===== src/rtl/stpin_pkg.sv =====
package stpin_pkg;

    localparam int CFG_W  = 7;
    localparam int NUM_REFS = 2;

    // Field layout, most significant member first.
    typedef struct packed {
        logic ref_sel;    // bit 6: 0 = reference A, 1 = reference B
        logic en_irq;     // bit 5
        logic en_ool;     // bit 4
        logic en_lor;     // bit 3
        logic en_inv;     // bit 2
        logic en_plock;   // bit 1
        logic en_flock;   // bit 0
    } pin_cfg_t;

endpackage


===== src/rtl/stpin_cfg_regs.sv =====
module stpin_cfg_regs
    import stpin_pkg::*;
#(
    parameter int NUM_PINS = 4,
    localparam int ADDR_W = (NUM_PINS > 1) ? $clog2(NUM_PINS) : 1
) (
    input  logic              clk,
    input  logic              rst_n,
    input  logic              wr_en,
    input  logic [ADDR_W-1:0] wr_addr,
    input  logic [CFG_W-1:0]  wr_data,
    output pin_cfg_t          cfg_q [NUM_PINS]
);

    for (genvar gi = 0; gi < NUM_PINS; gi++) begin : g_field
        logic hit;

        always_comb begin
            hit = wr_en && (wr_addr == ADDR_W'(gi));
        end

        always_ff @(posedge clk or negedge rst_n) begin
            if (!rst_n) begin
                cfg_q[gi] <= '0;
            end else if (hit) begin
                cfg_q[gi] <= pin_cfg_t'(wr_data);
            end
        end

        // an addressed write lands in this field
        assert_field_load_R1: assert property (@(posedge clk) disable iff (!rst_n)
            (wr_en && wr_addr == ADDR_W'(gi)) |=> (cfg_q[gi] == pin_cfg_t'($past(wr_data))));

        // a write to another index leaves this field alone
        assert_field_hold_R1: assert property (@(posedge clk) disable iff (!rst_n)
            !(wr_en && wr_addr == ADDR_W'(gi)) |=> $stable(cfg_q[gi]));
    end

endmodule


===== src/rtl/stpin_pin_logic.sv =====
module stpin_pin_logic
    import stpin_pkg::*;
(
    input  logic                clk,
    input  logic                rst_n,
    input  pin_cfg_t            cfg,
    input  logic                flock,
    input  logic                plock,
    input  logic                irq,
    input  logic [NUM_REFS-1:0] ref_inv,
    input  logic [NUM_REFS-1:0] ref_lor,
    input  logic [NUM_REFS-1:0] ref_ool,
    output logic                pin_q
);

    logic sel_inv, sel_lor, sel_ool;
    logic pin_d;

    // Only the chosen reference contributes monitor flags.
    always_comb begin
        sel_inv = ref_inv[cfg.ref_sel];
        sel_lor = ref_lor[cfg.ref_sel];
        sel_ool = ref_ool[cfg.ref_sel];
    end

    always_comb begin
        pin_d = (cfg.en_flock & flock)
              | (cfg.en_plock & plock)
              | (cfg.en_irq   & irq)
              | (cfg.en_inv   & sel_inv)
              | (cfg.en_lor   & sel_lor)
              | (cfg.en_ool   & sel_ool);
    end

    always_ff @(posedge clk or negedge rst_n) begin
        if (!rst_n) begin
            pin_q <= 1'b0;
        end else begin
            pin_q <= pin_d;
        end
    end

    // an all-zero field keeps the pin low
    assert_zero_cfg_low_R7: assert property (@(posedge clk) disable iff (!rst_n)
        (cfg == '0) |=> !pin_q);

    // an enabled lock flag raises the pin one clock later
    assert_lock_passes_R4: assert property (@(posedge clk) disable iff (!rst_n)
        ((cfg.en_flock && flock) || (cfg.en_plock && plock) || (cfg.en_irq && irq)) |=> pin_q);

    // either loss or out-of-limits on the selected reference raises the pin
    assert_lor_ool_or_R6: assert property (@(posedge clk) disable iff (!rst_n)
        ((cfg.en_lor && ref_lor[cfg.ref_sel]) || (cfg.en_ool && ref_ool[cfg.ref_sel])) |=> pin_q);

    // with only monitor enables set, the unselected reference cannot raise the pin
    assert_other_ref_ignored_R5: assert property (@(posedge clk) disable iff (!rst_n)
        (!cfg.en_flock && !cfg.en_plock && !cfg.en_irq
         && !ref_inv[cfg.ref_sel] && !ref_lor[cfg.ref_sel] && !ref_ool[cfg.ref_sel]) |=> !pin_q);

endmodule


===== src/rtl/status_pin_combiner.sv =====
module status_pin_combiner
    import stpin_pkg::*;
#(
    parameter int NUM_PINS = 4,
    localparam int ADDR_W = (NUM_PINS > 1) ? $clog2(NUM_PINS) : 1
) (
    input  logic                clk,
    input  logic                rst_n,
    input  logic                cfg_we,
    input  logic [ADDR_W-1:0]   cfg_addr,
    input  logic [CFG_W-1:0]    cfg_wdata,
    input  logic                flag_freq_lock,
    input  logic                flag_phase_lock,
    input  logic                flag_irq,
    input  logic [NUM_REFS-1:0] ref_invalid,
    input  logic [NUM_REFS-1:0] ref_lor,
    input  logic [NUM_REFS-1:0] ref_ool,
    output logic [NUM_PINS-1:0] status_pin
);

    pin_cfg_t cfg_q [NUM_PINS];

    stpin_cfg_regs #(.NUM_PINS(NUM_PINS)) u_regs (
        .clk     (clk),
        .rst_n   (rst_n),
        .wr_en   (cfg_we),
        .wr_addr (cfg_addr),
        .wr_data (cfg_wdata),
        .cfg_q   (cfg_q)
    );

    for (genvar gp = 0; gp < NUM_PINS; gp++) begin : g_pin
        stpin_pin_logic u_pin (
            .clk     (clk),
            .rst_n   (rst_n),
            .cfg     (cfg_q[gp]),
            .flock   (flag_freq_lock),
            .plock   (flag_phase_lock),
            .irq     (flag_irq),
            .ref_inv (ref_invalid),
            .ref_lor (ref_lor),
            .ref_ool (ref_ool),
            .pin_q   (status_pin[gp])
        );
    end

    // with every flag low, no pin can rise on the next edge
    assert_quiet_flags_R8: assert property (@(posedge clk) disable iff (!rst_n)
        (!flag_freq_lock && !flag_phase_lock && !flag_irq
         && ref_invalid == '0 && ref_lor == '0 && ref_ool == '0) |=> (status_pin == '0));

endmodule


===== config.mk =====
export PLATFORM = sky130hd
export DESIGN_NAME = status_pin_combiner
export DESIGN_NICKNAME = d
export VERILOG_FILES = /design/src/rtl/stpin_pkg.sv /design/src/rtl/stpin_cfg_regs.sv /design/src/rtl/stpin_pin_logic.sv /design/src/rtl/status_pin_combiner.sv
export SDC_FILE = /design/constraint.sdc
export NUM_CORES = 1
export LEC_CHECK = 0
export BUFFER_PORTS_ARGS = -buffer_cell sky130_fd_sc_hd__buf_2
export CORE_MARGIN = 2
export CORE_UTILIZATION = 58
export CTS_CLUSTER_DIAMETER = 200
export DETAILED_ROUTE_END_ITERATION = 10
export PLACE_DENSITY = 0.82
export SYNTH_ARGS = -nofsm -noshare
export SYNTH_HDL_FRONTEND = slang
export SYNTH_SLANG_ARGS = --single-unit

===== constraint.sdc =====
create_clock -name clk -period 2.2 [get_ports clk]
set_clock_uncertainty 0.1 [all_clocks]
set_input_delay 0.44 -clock clk [delete_from_list [all_inputs] [get_ports clk]]
set_output_delay 0.44 -clock clk [all_outputs]
set_load 0.02 [all_outputs]

==> reports/metrics.cfg, run 1 <==
[sta]
fmax_ghz=0.716
finalSetupViolCount=0
fin_tns_setup_ns=0
rsz0062_at_grt=false
layout_min_cycle_time_ns=1.40
maxSlewViolCount=0
hold_violations=0
tightest_slew_ns=0.693
slew_headroom=0.538
period_share=0.635

[final_layout]
final_common_cell=mux2_2
final_cell_mix=mux2_2, dfrtp_1, buf_2
area_delta_synth_final_pct=13.0
nets=144
post-route-cell-area_um2=1620
drive_gt1_frac=0.597
antenna_cells=0

[synthesis]
syn_area_um2=1440
ys_warn_count=0
avgSynthCellArea_um2=15.0
syn_inst=96
syn_nets=117
ys_seq_elements=32
synth-seq-area-share=0.557
yosysUniqueCellTypes=10

[pwr]
p_per_area_nw_per_um2=860
p_leak_nw=0.713
peakVddDrop_mv=0.542

[setup_path]
slowest_delay_ns=0.37
crit_chain=buf_2
reg2reg_depth=3
critPathMaxFanout=1
cp_num_buf_inv=1
cp-start-kind=register
cp_top_family=flip-flops
reg2reg_slack_ns=0.87
cp.required_ns=1.66
cp_slowest_cell=dfrtp_1
r2r_end=g_pin[3].u_pin.pin_q$_DFF_PN0_
critical_path_class=reg -> out
arrival_ns=0.86
reg2reg_from=u_regs.cfg_q[6]$_DFFE_PN0P_
cp-end-kind=primary output

[floorplanning]
rows=18
core_um2=2410
die_w_um=53.8
start_util=0.597
io_pins=25
fp.dieArea_um2=2890
die-height_um=53.8

[clock_network]
cts.repair.resized=0
cts_inserted_buffers=5
cts.path.max_buffers=2
cts-root-buf=clkbuf_4
ctsHtreeMaxLevel=2
cts_sinks=32
hold_buffers=0
path_clk_slew_ns=0.09
postCtsSetupRepairBufs=0
cts_tree=built
insertion_delay_ns=0.33

[min_path]
min_path_type=in -> async

[placement]
io_buffers=24
placed_area_um2=1570
hpwl_um=1930
gp_congestion=0.777

[detailed_routing]
via_per_inst=5.85
num_vias=901
wl_per_cell_um=16.8
dr.pass1.iters=5
antenna_left=0
drt_wl_total_um=2580
dr.first_iter.drc_count=19
drcViolationCount=0

[job]
maxCapViolCount=0

[run_status]
outcome=completed

[grt]
grt_pass1_wl_um=4420
grt_max_degree=33
antenna_found_initial=0
grtUsageTotal=0.229
grt_pass1_vias=939
overflow=0

## stage by stage
step	hold WS, ns	instances	worst slack (ns)	utilization	power [mW]
final	0.0448	154	0.804	0.674	1.40
after floorplan	0.0444	96	0.863	-	0.983
after global placement	0.380	146	0.657	0.650	1.05
after global routing	0.0849	154	0.757	0.674	1.48
after CTS	0.0580	154	0.791	0.674	1.40
after detailed placement	0.395	146	0.637	0.650	1.07
## layout make-up
class | instances | area, um2
sequential | 32 | 801
clock buffer | 8 | 58.8
timing repair buffer | 24 | 120
multi-input combinational | 60 | 607
tap | 30 | 37.5
fill | 167 | 786
## cell usage after synthesis
| cell | count | share of area |
|---|---|---|
| a222oi_1 | 4 | 0.028 |
| a22oi_1 | 4 | 0.021 |
| buf_4 | 4 | 0.021 |
| dfrtp_1 | 32 | 0.56 |
| mux2_2 | 40 | 0.31 |
| nand2_1 | 4 | 0.010 |
| nand3_1 | 4 | 0.014 |
| nand3_2 | 1 | 0.0070 |
| nand3b_2 | 2 | 0.016 |
| nor3b_4 | 1 | 0.013 |
## per-layer routing
| layer | global-route usage | routed length [um] | up-vias |
|---|---|---|---|
| met3 | 0.0583 | 101 | 6 |
| li1 | - | - | 417 |
| met1 | 0.299 | 1140 | 458 |
| met5 | 0 | 0 | - |
| met4 | 0.115 | 51 | 0 |
| met2 | 0.354 | 1290 | 20 |
## power breakdown
| group | total, mW | switching [mW] | internal, mW |
|---|---|---|---|
| registers | 0.768 | 0.0662 | 0.702 |
| logic | 0.286 | 0.122 | 0.164 |
| clock network | 0.342 | 0.185 | 0.158 |
| total | 1.40 | 0.373 | 1.02 |
## state kept, by name, summed over array words and instances, names as in the netlist
register and cells:
g_pin.u_pin.pin_q 4, u_regs.cfg_q 28
## kinds of logic (layout without fill, tap and decap cells)
logic type             count (synthesis)  after routing  share of synthesized area
AO/OA/AOI/OAI                          8              8                     0.0487
flip-flops                            32             32                      0.557
AND/OR/NAND/NOR                       12             12                     0.0601
multiplexers                          40             40                      0.313
buffers and inverters                  4             32                     0.0209
## how the worst max path moves through the flow
stage / slack (ns) / to / depth (start not counted) / from
after global placement: 0.66 / u_regs.cfg_q[26]$_DFFE_PN0P_ / 3 / cfg_addr[1]
after detailed placement: 0.64 / u_regs.cfg_q[25]$_DFFE_PN0P_ / 3 / cfg_addr[1]
final: 0.80 / status_pin[1] / 1 / g_pin[1].u_pin.pin_q$_DFF_PN0_
after CTS: 0.79 / status_pin[1] / 1 / g_pin[1].u_pin.pin_q$_DFF_PN0_
after floorplan: 0.86 / u_regs.cfg_q[21]$_DFFE_PN0P_ / 2 / cfg_addr[1]
after global routing: 0.76 / status_pin[3] / 1 / g_pin[3].u_pin.pin_q$_DFF_PN0_
Note: power is estimated with default switching activity, not from simulation.
==> run 2: changes to the inputs <==
CORE_UTILIZATION = 54   (was 58)
PLACE_DENSITY = 0.77   (was 0.82)
clock period = 1.3 ns   (was 2.2 ns; I/O delays follow)
==> reports/metrics.cfg, run 2 (synthesized netlist as in run 1, its figures left out) <==
[run_status]
outcome=completed

[grt]
grtUsageTotal=0.208  ; -0.0214
grt_pass1_vias=969  ; +3.2%
overflow=0  ; unchanged
grt_pass1_wl_um=4800  ; +8.4%
antenna_found_initial=0  ; unchanged
grt_max_degree=33  ; unchanged

[sta]
worst_slack_ns=0.0136  ; -0.790 ns
layout_min_cycle_time_ns=1.29
period_share=0.990
tightest_slew_ns=0.450  ; -0.243 ns
finalSetupViolCount=0  ; unchanged
maxSlewViolCount=0  ; unchanged
fin_tns_setup_ns=0  ; unchanged
slew_headroom=0.700  ; +0.162
hold_violations=0  ; unchanged
fmax_ghz=0.777

[job]
maxCapViolCount=0  ; unchanged

[placement]
pre_cts_slack_ns=-0.0485  ; -0.686 ns
io_buffers=24  ; unchanged
gp_congestion=0.785  ; +1.0%
hpwl_um=2110  ; +9.5%

[setup_path]
arrival_ns=1.39  ; +0.53 ns
critPathMaxFanout=3  ; +2
cp.required_ns=1.41  ; -0.25 ns
cp-start-kind=register
cp-end-kind=register
critical_path_class=reg -> reg

[detailed_routing]
route.met2.wl_um=1370  ; +6.0%
dr.first_iter.drc_count=13  ; -6
drcViolationCount=0  ; unchanged
top_layer=met4
via_per_inst=5.80  ; -0.93%
met1Wirelength_um=1310  ; +15%
num_vias=939  ; +4.2%
wl_per_cell_um=17.7  ; +5.4%
wl_met3_um=140  ; +39%
antenna_left=0  ; unchanged
drt_wl_total_um=2860  ; +11%
dr.pass1.iters=5  ; unchanged

[final_layout]
final_cell_mix=mux2_2, dfrtp_1, buf_2
reg.largest.list=u_regs.cfg_q: 28 flops, g_pin.u_pin.pin_q: 4 flops
top_register=u_regs.cfg_q
largest_reg_flops=28  ; unchanged
nets=152  ; +5.6%
final_common_cell=mux2_2
antenna_cells=0  ; unchanged
area_delta_synth_final_pct=19.7
drive_gt1_frac=0.659  ; +0.0623

[floorplanning]
rows=18  ; unchanged
start_util=0.575  ; -0.0215
fp.dieArea_um2=3090  ; +6.8%
die-height_um=55.6  ; +3.4%
io_pins=25  ; unchanged
core_um2=2500  ; +3.7%
die_w_um=55.6  ; +3.4%

[clock_network]
insertion_delay_ns=0.33  ; about the same
cts_inserted_buffers=5  ; unchanged
cts_sinks=32  ; unchanged
path_clk_slew_ns=0.10  ; about the same
cts_tree=built
cts.path.max_buffers=2  ; unchanged
ctsHtreeMaxLevel=2  ; unchanged
cts-root-buf=clkbuf_4

[pwr]
p_per_area_nw_per_um2=1440  ; +67%
peakVddDrop_mv=1.08  ; +100%
p_leak_nw=0.771  ; +8.1%

[min_path]
min_path_type=in -> reg

run 2: changes by cell type in the layout (fill, tap and decap cells not counted):
cell	previous run	this run
buf_4	0	7
a22oi_1	4	0
a22oi_2	0	4
mux2_2	40	37
mux2_4	0	3
clkbuf_1	2	0
clkinv_2	0	2
dlygate4sd3_1	0	1
run 2: area by class of cell:
type	count	area [um2]
clock inverters	2	10.0
clock buffers	6	51.3
flip-flops and latches	32	801
multi-input cells	60	638
fillers	174	779
repair buffers	32	183
well taps	30	37.5
run 2: path summary, 6_finish.rpt:
kind | start | end | slack (ns) | cells after the start
max reg2reg | u_regs.cfg_q[6]$_DFFE_PN0P_ | g_pin[3].u_pin.pin_q$_DFF_PN0_ | 0.01 | 3
min | cfg_wdata[5] | u_regs.cfg_q[12]$_DFFE_PN0P_ | 0.1 | 2
min in group asynchronous | rst_n | u_regs.cfg_q[25]$_DFFE_PN0P_ | 0.36 | 3
max in group asynchronous | rst_n | u_regs.cfg_q[24]$_DFFE_PN0P_ | 0.45 | 3
max | u_regs.cfg_q[6]$_DFFE_PN0P_ | g_pin[3].u_pin.pin_q$_DFF_PN0_ | 0.01 | 3
min reg2reg | u_regs.cfg_q[24]$_DFFE_PN0P_ | g_pin[0].u_pin.pin_q$_DFF_PN0_ | 0.41 | 2
run 2: report_power, final:
group,total (mW),internal [mW],switching (mW)
combinational,0.563,0.333,0.230
clock,0.592,0.257,0.335
sequential,1.31,1.19,0.126
run 2: critical path: stages, from the launching register on:
cell and delay (ns):
dfrtp_1 0.41, mux2_2 0.36, a22oi_2 0.20, nand3_1 0.09
run 2: metrics by stage:
step	cells	hold slack (ns)	total power, mW	utilization	area (um2)
2_1_floorplan	96	-0.136	1.66	-	1440
3_3_place_gp	153	0.197	1.82	0.647	1620
3_5_place_dp	153	0.204	1.86	0.647	1620
4_1_cts	162	0.0717	2.46	0.678	1690
5_1_grt	162	0.0722	2.61	0.688	1720
6_report	162	0.0952	2.47	0.688	1720
run 2: repair_timing:
action	in CTS	in global routing
hold buffers	1	0
endpoints found under the setup margin	1	4
gates cloned	0	0
hold endpoints to repair	32	0
pin swaps	0	2
buffers inserted	0	0
gates resized for setup	1	6
run 2: per-layer routing:
metal	up-vias	GRT usage
met5	-	0
met4	0	0.0836
met3	6	0.0744
met2	21	0.318
met1	478	0.271
li1	434	-
==> run 3: changes to the inputs <==
CORE_MARGIN = 1   (was 2)
==> reports/metrics.cfg, run 3 (synthesized netlist as in run 1, its figures left out) <==
[detailed_routing]
drcViolationCount=0  ; unchanged
via_per_inst=5.83  ; +0.53%
drt_wl_total_um=2770  ; -3.2%
dr.first_iter.drc_count=13  ; unchanged
num_vias=944  ; +0.53%
dr.pass1.iters=4  ; -1
wl_per_cell_um=17.1  ; -3.2%
antenna_left=0  ; unchanged

[pwr]
p_leak_nw=0.771  ; about the same
finalPower_mw=2.60  ; +5.5%
p_per_area_nw_per_um2=1500  ; +4.8%
peakVddDrop_mv=1.36  ; +25%

[setup_path]
cp_slowest_cell=dfrtp_1
critPathMaxFanout=3  ; unchanged
critical_path_class=reg -> reg
r2r_end=g_pin[2].u_pin.pin_q$_DFF_PN0_
crit_chain=mux2_2 -> a22oi_2 -> nand3_1
reg2reg_from=u_regs.cfg_q[13]$_DFFE_PN0P_
cp-start-kind=register
cp-startpoint=u_regs.cfg_q[13]$_DFFE_PN0P_
arrival_ns=1.37  ; -0.02 ns
cp.required_ns=1.40  ; about the same
crit_end=g_pin[2].u_pin.pin_q$_DFF_PN0_
cp-end-kind=register
slowest_delay_ns=0.42  ; about the same
reg2reg_slack_ns=0.04  ; +0.02 ns
reg2reg_depth=3  ; unchanged

[run_status]
outcome=completed

[final_layout]
antenna_cells=0  ; unchanged
largest_reg_flops=28  ; unchanged
final_cell_mix=mux2_2, dfrtp_1, buf_2
area_delta_synth_final_pct=20.5
finalNonFillerCells=162  ; unchanged
reg.largest.list=u_regs.cfg_q: 28 flops, g_pin.u_pin.pin_q: 4 flops
nets=152  ; unchanged
drive_gt1_frac=0.652  ; -0.00758
post-route-cell-area_um2=1730  ; +0.65%
final_common_cell=mux2_2
top_register=u_regs.cfg_q
utilization=0.693  ; +0.00450
fill_cells=183  ; +5.2%

[clock_network]
ctsHtreeMaxLevel=2  ; unchanged
cts-root-buf=clkbuf_4
cts_tree=built
path_clk_slew_ns=0.10  ; about the same
insertion_delay_ns=0.32  ; about the same
cts.path.max_buffers=2  ; unchanged
postCtsSetupRepairBufs=0  ; unchanged
cts_sinks=32  ; unchanged
cts_inserted_buffers=5  ; unchanged

[min_path]
min_path_type=in -> reg

[floorplanning]
die_w_um=53.6  ; -3.6%
die-height_um=53.6  ; -3.6%
fp.dieArea_um2=2870  ; -7.1%
rows=18  ; unchanged
start_util=0.575  ; unchanged
io_pins=25  ; unchanged
core_um2=2500  ; unchanged

[sta]
fmax_ghz=0.791  ; +1.8%
hold_violations=0  ; unchanged
fin_tns_setup_ns=0  ; unchanged
maxSlewViolCount=0  ; unchanged
layout_min_cycle_time_ns=1.26  ; -0.0226 ns
period_share=0.972  ; -0.0174
slew_headroom=0.706  ; +0.00612
tightest_slew_ns=0.441  ; -0.00918 ns
rsz0062_at_grt=true
finalSetupViolCount=0  ; unchanged

[grt]
grt_max_degree=33  ; unchanged
grt_pass1_wl_um=4310  ; -10%
antenna_found_initial=0  ; unchanged
grtUsageTotal=0.224  ; +0.0157
overflow=0  ; unchanged
grt_pass1_vias=896  ; -7.5%

[placement]
dp_cells=153  ; unchanged
io_buffers=24  ; unchanged
gp_congestion=0.770  ; -1.9%
hpwl_um=2060  ; -2.5%
placed_area_um2=1620  ; unchanged

[job]
maxCapViolCount=0  ; unchanged

run 3: changes by cell type in the layout (fill, tap and decap cells not counted), sizes merged:
cell / delta
bufinv: +1
clkinv: -1
run 3: how the worst min path moves through the flow:
stage / from / end / slack [ns] / cells after the start
floorplan: rst_n / g_pin[0].u_pin.pin_q$_DFF_PN0_ / -0.14 / 0
global placement: rst_n / g_pin[3].u_pin.pin_q$_DFF_PN0_ / 0.19 / 2
detailed placement: rst_n / g_pin[3].u_pin.pin_q$_DFF_PN0_ / 0.20 / 2
CTS: cfg_wdata[1] / u_regs.cfg_q[15]$_DFFE_PN0P_ / 0.09 / 2
global route: cfg_wdata[1] / u_regs.cfg_q[15]$_DFFE_PN0P_ / 0.08 / 2
finish: cfg_wdata[1] / u_regs.cfg_q[15]$_DFFE_PN0P_ / 0.10 / 2
run 3: area by class of cell:
| cell class | instances | area [um2] | area share |
|---|---|---|---|
| flip-flops and latches | 32 | 801 | 0.462 |
| clock buffers | 6 | 41.3 | 0.0238 |
| repair buffers | 32 | 183 | 0.105 |
| clock inverters | 2 | 35.0 | 0.0202 |
| multi-input cells | 60 | 634 | 0.366 |
| well taps | 30 | 37.5 | 0.0217 |
run 3: worst max-delay path, delay by kind of cell (launching register included):
kind / cells / cell delay (ns)
flip-flops: 1 / 0.42
multiplexers: 1 / 0.36
AO/OA/AOI/OAI: 1 / 0.18
AND/OR/NAND/NOR: 1 / 0.09
run 3: stage by stage:
stage / worst slack (ns) / hold slack (ns)
6_report: 0.0362 / 0.101
5_1_grt: -0.00190 / 0.0840
4_1_cts: 0.0122 / 0.0930
3_5_place_dp: -0.0489 / 0.199
3_3_place_gp: -0.0191 / 0.195
2_1_floorplan: 0.123 / -0.136
run 3: where the power goes:
part	switching [mW]	leakage, nW	internal [mW]
sequential	0.124	0.372	1.19
clock	0.331	0.0422	0.403
combinational	0.227	0.357	0.331
run 3: repair_timing:
item	4_1_cts	5_1_grt
endpoints found under the hold margin	32	0
resized for setup	1	5
endpoints found under the setup margin	1	4
pin swaps	0	4
hold buffers	1	0
run 3: per-layer routing:
layer	GRT usage	vias to the layer above	share of wire	routed length [um]
li1	-	431	-	-
met1	0.285	476	0.44	1210
met2	0.348	30	0.49	1360
met3	0.0650	7	0.051	140
met4	0.110	0	0.023	64
met5	0	-	0	0
